--- src/rtl/bitop_pkg.sv ---
package bitop_pkg;

    // Operation codes share values with the second-halfword opcode nibble.
    typedef enum logic [3:0] {
        BOP_CLR  = 4'h0,
        BOP_SET  = 4'h1,
        BOP_STT  = 4'h2,
        BOP_LD   = 4'h3,
        BOP_AND  = 4'h4,
        BOP_OR   = 4'h5,
        BOP_XOR  = 4'h6,
        BOP_LDN  = 4'hB,
        BOP_ANDN = 4'hC,
        BOP_ORN  = 4'hD,
        BOP_BAD  = 4'hF
    } bop_e;

    typedef enum logic [1:0] {
        ST_IDLE    = 2'd0,
        ST_CAPTURE = 2'd1,
        ST_WRITE   = 2'd2
    } seq_e;

    typedef struct packed {
        logic        legal;
        logic        mem_form;
        bop_e        op;
        logic [3:0]  rn;
        logic [2:0]  idx;
        logic [11:0] disp;
    } bdec_t;

    function automatic logic op_writes(input bop_e op);
        return (op == BOP_CLR) || (op == BOP_SET) || (op == BOP_STT);
    endfunction

endpackage

--- src/rtl/bitop_decode.sv ---
module bitop_decode
    import bitop_pkg::*;
(
    input  logic [15:0] insn_hi,
    input  logic [15:0] insn_lo,
    output bdec_t       dec
);

    logic reg_hit;
    logic mem_hit;
    bop_e mem_op;

    assign reg_hit = (insn_hi[15:9] == 7'b1000011);
    assign mem_hit = (insn_hi[15:12] == 4'h3) && (insn_hi[3:0] == 4'h9);

    always_comb begin
        case (insn_lo[15:12])
            4'h0:    mem_op = BOP_CLR;
            4'h1:    mem_op = BOP_SET;
            4'h2:    mem_op = BOP_STT;
            4'h3:    mem_op = BOP_LD;
            4'h4:    mem_op = BOP_AND;
            4'h5:    mem_op = BOP_OR;
            4'h6:    mem_op = BOP_XOR;
            4'hB:    mem_op = BOP_LDN;
            4'hC:    mem_op = BOP_ANDN;
            4'hD:    mem_op = BOP_ORN;
            default: mem_op = BOP_BAD;
        endcase
    end

    always_comb begin
        dec          = '0;
        dec.op       = BOP_BAD;
        dec.disp     = insn_lo[11:0];
        if (reg_hit) begin
            dec.legal    = 1'b1;
            dec.mem_form = 1'b0;
            dec.rn       = insn_hi[7:4];
            dec.idx      = insn_hi[2:0];
            case ({insn_hi[8], insn_hi[3]})
                2'b00:   dec.op = BOP_CLR;
                2'b01:   dec.op = BOP_SET;
                2'b10:   dec.op = BOP_STT;
                default: dec.op = BOP_LD;
            endcase
        end else if (mem_hit) begin
            dec.mem_form = 1'b1;
            dec.rn       = insn_hi[11:8];
            dec.idx      = insn_hi[6:4];
            dec.op       = mem_op;
            dec.legal    = !insn_hi[7] && (mem_op != BOP_BAD);
        end
    end

endmodule

--- src/rtl/bitop_alu.sv ---
module bitop_alu
    import bitop_pkg::*;
(
    input  bop_e op,
    input  logic bit_in,
    input  logic t_in,
    output logic bit_out,
    output logic t_out
);

    always_comb begin
        bit_out = bit_in;
        t_out   = t_in;
        case (op)
            BOP_CLR:  bit_out = 1'b0;
            BOP_SET:  bit_out = 1'b1;
            BOP_STT:  bit_out = t_in;
            BOP_LD:   t_out   = bit_in;
            BOP_AND:  t_out   = bit_in & t_in;
            BOP_OR:   t_out   = bit_in | t_in;
            BOP_XOR:  t_out   = bit_in ^ t_in;
            BOP_LDN:  t_out   = ~bit_in;
            BOP_ANDN: t_out   = ~bit_in & t_in;
            BOP_ORN:  t_out   = ~bit_in | t_in;
            default: begin
                bit_out = bit_in;
                t_out   = t_in;
            end
        endcase
    end

endmodule

--- src/rtl/bitop_lane.sv ---
module bitop_lane #(
    parameter int W  = 8,
    parameter int IW = $clog2(W)
) (
    input  logic [W-1:0]  din,
    input  logic [IW-1:0] idx,
    input  logic          new_bit,
    output logic          bit_sel,
    output logic [W-1:0]  dout
);

    assign bit_sel = din[idx];

    for (genvar i = 0; i < W; i++) begin : g_bit
        assign dout[i] = (idx == IW'(i)) ? new_bit : din[i];
    end

endmodule

--- src/rtl/bitop_unit.sv ---
module bitop_unit
    import bitop_pkg::*;
#(
    parameter int XLEN  = 32,
    parameter int BYTEW = 8
) (
    input  logic             clk,
    input  logic             rst,
    input  logic             issue_valid,
    input  logic [15:0]      insn_hi,
    input  logic [15:0]      insn_lo,
    output logic             busy,
    output logic             done,
    output logic             illegal,
    output logic             t_flag,
    output logic [3:0]       rf_raddr,
    input  logic [XLEN-1:0]  rf_rdata,
    output logic             rf_we,
    output logic [3:0]       rf_waddr,
    output logic [XLEN-1:0]  rf_wdata,
    output logic             mem_re,
    output logic             mem_we,
    output logic [XLEN-1:0]  mem_addr,
    output logic [BYTEW-1:0] mem_wdata,
    input  logic [BYTEW-1:0] mem_rdata
);

    localparam int RIW = $clog2(XLEN);
    localparam int BIW = $clog2(BYTEW);

    bdec_t dec;

    seq_e             state_q, state_d;
    bop_e             op_q;
    logic [2:0]       idx_q;
    logic [XLEN-1:0]  addr_q;
    logic [BYTEW-1:0] byte_q;
    logic             t_q, t_d;
    logic             done_q, done_d;
    logic             ill_q, ill_d;
    logic             load_ctx;

    logic [XLEN-1:0]  ea;
    logic             reg_bit, reg_nb, reg_nt;
    logic [XLEN-1:0]  reg_new;
    logic             mem_bit, mem_nb, mem_nt;
    logic [BYTEW-1:0] byte_new;

    bitop_decode u_dec (
        .insn_hi (insn_hi),
        .insn_lo (insn_lo),
        .dec     (dec)
    );

    // Register-form datapath
    bitop_lane #(.W(XLEN)) u_reg_lane (
        .din     (rf_rdata),
        .idx     ({{(RIW-3){1'b0}}, dec.idx}),
        .new_bit (reg_nb),
        .bit_sel (reg_bit),
        .dout    (reg_new)
    );

    bitop_alu u_reg_alu (
        .op      (dec.op),
        .bit_in  (reg_bit),
        .t_in    (t_q),
        .bit_out (reg_nb),
        .t_out   (reg_nt)
    );

    // Memory-form datapath, fed by the captured context
    bitop_lane #(.W(BYTEW)) u_byte_lane (
        .din     (mem_rdata),
        .idx     (BIW'(idx_q)),
        .new_bit (mem_nb),
        .bit_sel (mem_bit),
        .dout    (byte_new)
    );

    bitop_alu u_mem_alu (
        .op      (op_q),
        .bit_in  (mem_bit),
        .t_in    (t_q),
        .bit_out (mem_nb),
        .t_out   (mem_nt)
    );

    assign ea       = rf_rdata + XLEN'(dec.disp);
    assign rf_raddr = dec.rn;

    // State register and captured context
    always_ff @(posedge clk) begin
        if (rst) begin
            state_q <= ST_IDLE;
            t_q     <= 1'b0;
            done_q  <= 1'b0;
            ill_q   <= 1'b0;
            op_q    <= BOP_BAD;
            idx_q   <= '0;
            addr_q  <= '0;
            byte_q  <= '0;
        end else begin
            state_q <= state_d;
            t_q     <= t_d;
            done_q  <= done_d;
            ill_q   <= ill_d;
            if (load_ctx) begin
                op_q   <= dec.op;
                idx_q  <= dec.idx;
                addr_q <= ea;
            end
            if (state_q == ST_CAPTURE) begin
                byte_q <= byte_new;
            end
        end
    end

    // Next state and outputs
    always_comb begin
        state_d   = state_q;
        t_d       = t_q;
        done_d    = 1'b0;
        ill_d     = 1'b0;
        load_ctx  = 1'b0;
        rf_we     = 1'b0;
        rf_waddr  = dec.rn;
        rf_wdata  = reg_new;
        mem_re    = 1'b0;
        mem_we    = 1'b0;
        mem_addr  = addr_q;
        mem_wdata = byte_q;
        unique case (state_q)
            ST_IDLE: begin
                if (issue_valid) begin
                    if (!dec.legal) begin
                        done_d = 1'b1;
                        ill_d  = 1'b1;
                    end else if (!dec.mem_form) begin
                        rf_we  = op_writes(dec.op);
                        t_d    = reg_nt;
                        done_d = 1'b1;
                    end else begin
                        mem_re   = 1'b1;
                        mem_addr = ea;
                        load_ctx = 1'b1;
                        state_d  = ST_CAPTURE;
                    end
                end
            end
            ST_CAPTURE: begin
                t_d     = mem_nt;
                state_d = ST_WRITE;
            end
            ST_WRITE: begin
                mem_we  = op_writes(op_q);
                done_d  = 1'b1;
                state_d = ST_IDLE;
            end
            default: state_d = ST_IDLE;
        endcase
    end

    assign busy    = (state_q != ST_IDLE);
    assign done    = done_q;
    assign illegal = ill_q;
    assign t_flag  = t_q;

endmodule

--- config.mk ---
export PLATFORM = sky130hd
export DESIGN_NAME = bitop_unit
export DESIGN_NICKNAME = d
export VERILOG_FILES = /design/src/rtl/bitop_pkg.sv /design/src/rtl/bitop_decode.sv /design/src/rtl/bitop_alu.sv /design/src/rtl/bitop_lane.sv /design/src/rtl/bitop_unit.sv
export SDC_FILE = /design/constraint.sdc
export NUM_CORES = 1
export LEC_CHECK = 0
export ABC_AREA = 1
export CORE_MARGIN = 2
export CORE_UTILIZATION = 30
export CTS_BUF_LIST = sky130_fd_sc_hd__clkbuf_4 sky130_fd_sc_hd__clkbuf_8
export DETAILED_ROUTE_END_ITERATION = 16
export GPL_TIMING_DRIVEN = 0
export REMOVE_ABC_BUFFERS = 1
export SLEW_MARGIN = 20
export SYNTH_ARGS = -nofsm -noshare
export SYNTH_HDL_FRONTEND = slang
export SYNTH_SLANG_ARGS = --single-unit
export TNS_END_PERCENT = 30
--- constraint.sdc ---
create_clock -name clk -period 3.3 [get_ports clk]
set_clock_uncertainty 0.1 [all_clocks]
set_input_delay 0.33 -clock clk [delete_from_list [all_inputs] [get_ports clk]]
set_output_delay 0.33 -clock clk [all_outputs]
set_load 0.02 [all_outputs]
==> run_results.csv <==
group,metric,value,unit
outcome,status,"complete, no violations",
floorplanning,dieArea,16100,um2
setup_path,path_depth,13,
global_routing,grt_antenna_before_repair,0,
synth,syn_inst,710,
setup_path,critPathArrivalTime,2.77,ns
floorplanning,fp.dieH,127,um
setup_path,path_class,"input port to primary output",
clock_network,htree_levels,2,
synth,ys_seq_elements,52,
finish,drive_gt1_share,13.6,%
min_path,hold_path_class,"input port to flip-flop",
synth,synth_top_family_by_area,"simple AND/OR/NAND/NOR gates",
floorplanning,initial_core_util,30.9,%
clock_network,cts_sinks,52,
setup_path,r2r-start,"state_q[1]",
setup_path,worstSetupEndpointType,"primary output",
routing,drtAntennaViolNets,0,
clock_network,cts_buffer_depth,2,
setup_path,worstPathCellList,"clkdlybuf4s50_1, nand2_2, nor2_4, nand2_4, o22ai_4, inv_2, nand2_1, nand2_2, o21ai_4, buf_4, nand2_1, o21ai_1, clkdlybuf4s15_1",
synth,ys.warnings.count,0,
pwr,ir_drop,0.156,mV
synth,synth.mux.area_fraction,1.33,%
timing,period_share,96.8,%
finish,final_cell_mix,"nand2_1 (180), clkdlybuf4s50_1 (117), inv_1 (85)",
routing,wl_per_cell,13.6,um
min_path,min_delay_path_depth,2,
setup_path,path_delay_family,"buffers and inverters",
global_routing,grt_overflow,0,
synth,synth_fa_ha_area_share,3.77,%
setup_path,required,2.87,ns
clock_network,cts-buffers-inserted,5,
placed_design,dp_hpwl,11000,um
timing,setup_ws,0.105,ns
flow_run,drv_cap,0,
setup_path,cp_max_fo,8,
finish,fillers,1568,
routing,wl,14100,um
synth,ys_seq_area_share,23.0,%
floorplanning,die_w,127,um
timing,finalCriticalPeriod,3.20,ns
setup_path,r2r_end,"t_flag",
routing,dr.pass1.iters,5,
finish,multiInputGateArea,2990,um2
clock_network,clk_latency,0.32,ns
routing,drc_errors,0,
min_path,hold_path_end,"addr_q[0]",
pwr,cellLeakagePower,3.21,nW
finish,finalInstanceArea,6470,um2
finish,syn_to_final_growth,43.2,%
synth,synth_top_area_share,23.0,%
floorplanning,boundaryPins,162,
synth,synth-simple-area-share,37.7,%
setup_path,r2r_slack,1.22,ns
setup_path,worstRegToRegCells,9,
global_routing,grt_pass1_wl,22300,um
routing,first_iter_violations,304,
timing,setup_viol,0,
timing,maxSlewViolCount,0,
pwr,total_power,1.53,mW
setup_path,max_stage_delay,0.56,ns
global_routing,grt_pass1_vias,4431,
routing,vias,4885,
clock_network,clk_pin_slew_worst_paths,0.10,ns
finish,seqCellArea,1040,um2
timing,fmax,313,MHz
placed_design,io_buffers,161,
clock_network,cts_tree,"yes",
synth,synth_cell_types,51,
floorplanning,core.rowCount,44,
placed_design,post_dp_cell_area,6070,um2
finish,fin_nets,942,
synth,synthXorXnorAreaFrac,4.85,%
timing,tightest_slew,0.658,ns
setup_path,start_kind,"input port",
global_routing,grt_max_degree,31,
synth,synth_largest_area_cell,"dfxtp_1",
synth,synthTopCellsByArea,"dfxtp_1 (23%), nand2_1 (15%), inv_1 (7.1%)",
clock_network,ctsHoldBuffers,0,
finish,final_common_cell,"nand2_1",
timing,relSlewSlack,56.0,%
routing,via_per_inst,4.70,
setup_path,slowest_stage,"clkdlybuf4s50_1",
finish,diodes,0,
setup_path,path_buf_inv,4,
global_routing,gr-usage-all-layers,17.0,%
clock_network,root_buffer,"clkbuf_8",
timing,rsz0062_at_grt,"yes",
floorplanning,core_area,14600,um2
synth,synth_compound_area_share,14.8,%
timing,finalHoldViolCount,0,
placed_design,place.gp.congestion,0.910,
synth,avgSynthCellArea,6.36,um2
synth,syn-cell-area,4520,um2
pwr,power.density,236,nW/um2
placed_design,pre_cts_ws,-0.537,ns
min_path,hp-start,"rst",
-- sequential cells by signal (all words and copies together), names as in the netlist --
register	cells
illegal	1
done	1
idx_q	3
op_q	4
state_q	2
addr_q	32
mem_wdata	8
t_flag	1
-- layer usage --
layer	vias to the layer above	wire [um]	track usage (%)
met4	0	216	4.27
met3	15	464	2.19
li1	2537	-	-
met5	-	0	0
met1	2214	6650	22.9
met2	119	6770	28.8
-- cell type report --
class                      count  area share (%)
clock buffer                   6            1.18
clock inverter                 2           0.541
inverter                      93            5.43
multi-input combinational    521            46.2
sequential                    52            16.1
tap                          184            3.56
timing repair buffer         181            27.0
-- kinds of logic after synthesis --
family	after synthesis
multiplexers	4
buffers and inverters	137
XOR/XNOR	25
adder cells (fa/ha/maj)	13
AO/OA/AOI/OAI	112
flip-flops	52
AND/OR/NAND/NOR	367
-- metrics by stage --
step	utilization (%)	instances	hold slack [ns]	TNS [ns]
6_report	44.2	1039	0.303	0
5_1_grt	44.2	1039	0.319	-0.302
4_1_cts	42.9	1030	0.289	-0.592
3_5_place_dp	41.5	1012	0.357	-12.04
3_3_place_gp	41.4	1011	0.354	-12.32
2_1_floorplan	-	666	0.299	0
-- worst reg2reg max path, cell delays in order, from the launching register on --
cell,delay (ns)
dfxtp_1,0.33
nor2_1,0.10
inv_1,0.09
nor2_1,0.42
inv_1,0.18
o41ai_1,0.42
inv_1,0.10
nor2_1,0.12
nand2_1,0.06
a21oi_1,0.11
-- how the worst max path moves through the flow --
stage / start / to / slack (ns)
2_1_floorplan: insn_lo[0] / mem_addr[20] / 0.88
3_5_place_dp: insn_hi[14] / mem_addr[9] / -0.54
3_3_place_gp: insn_lo[13] / mem_addr[9] / -0.54
5_1_grt: insn_hi[14] / rf_wdata[5] / -0.1
4_1_cts: insn_hi[14] / rf_wdata[0] / -0.19
6_report: insn_hi[13] / rf_wdata[5] / 0.10
-- timing repair --
action,4_1_cts,5_1_grt
endpoints found under the setup margin,41,34
pin swaps,3,10
gates resized for setup,43,51
buffers inserted,10,9
-- power by group --
part / internal, mW / total (mW) / switching [mW]
registers: 0.629 / 0.629 / 0.000480
clock network: 0.234 / 0.460 / 0.226
logic: 0.216 / 0.441 / 0.225
-- cells in the mapped netlist, drive strengths merged --
cell,instances
o211ai,8
a22o,1
nor4,3
inv,93
nand3,32
clkbuf,6
mux2,4
nor2,86
nor3b,2
o21ai,37
nor3,13
buf,38
and2,3
fa,1
nand4,12
o41ai,1
dfxtp,52
o21a,2
and3,1
nand2,195
ha,12
o21bai,2
o22ai,3
o221ai,1
a21oi,51
a21boi,1
or2,14
a21o,2
xor2,14
nand3b,6
xnor2,11
a211oi,3
Note: power is estimated with default switching activity, not from simulation.
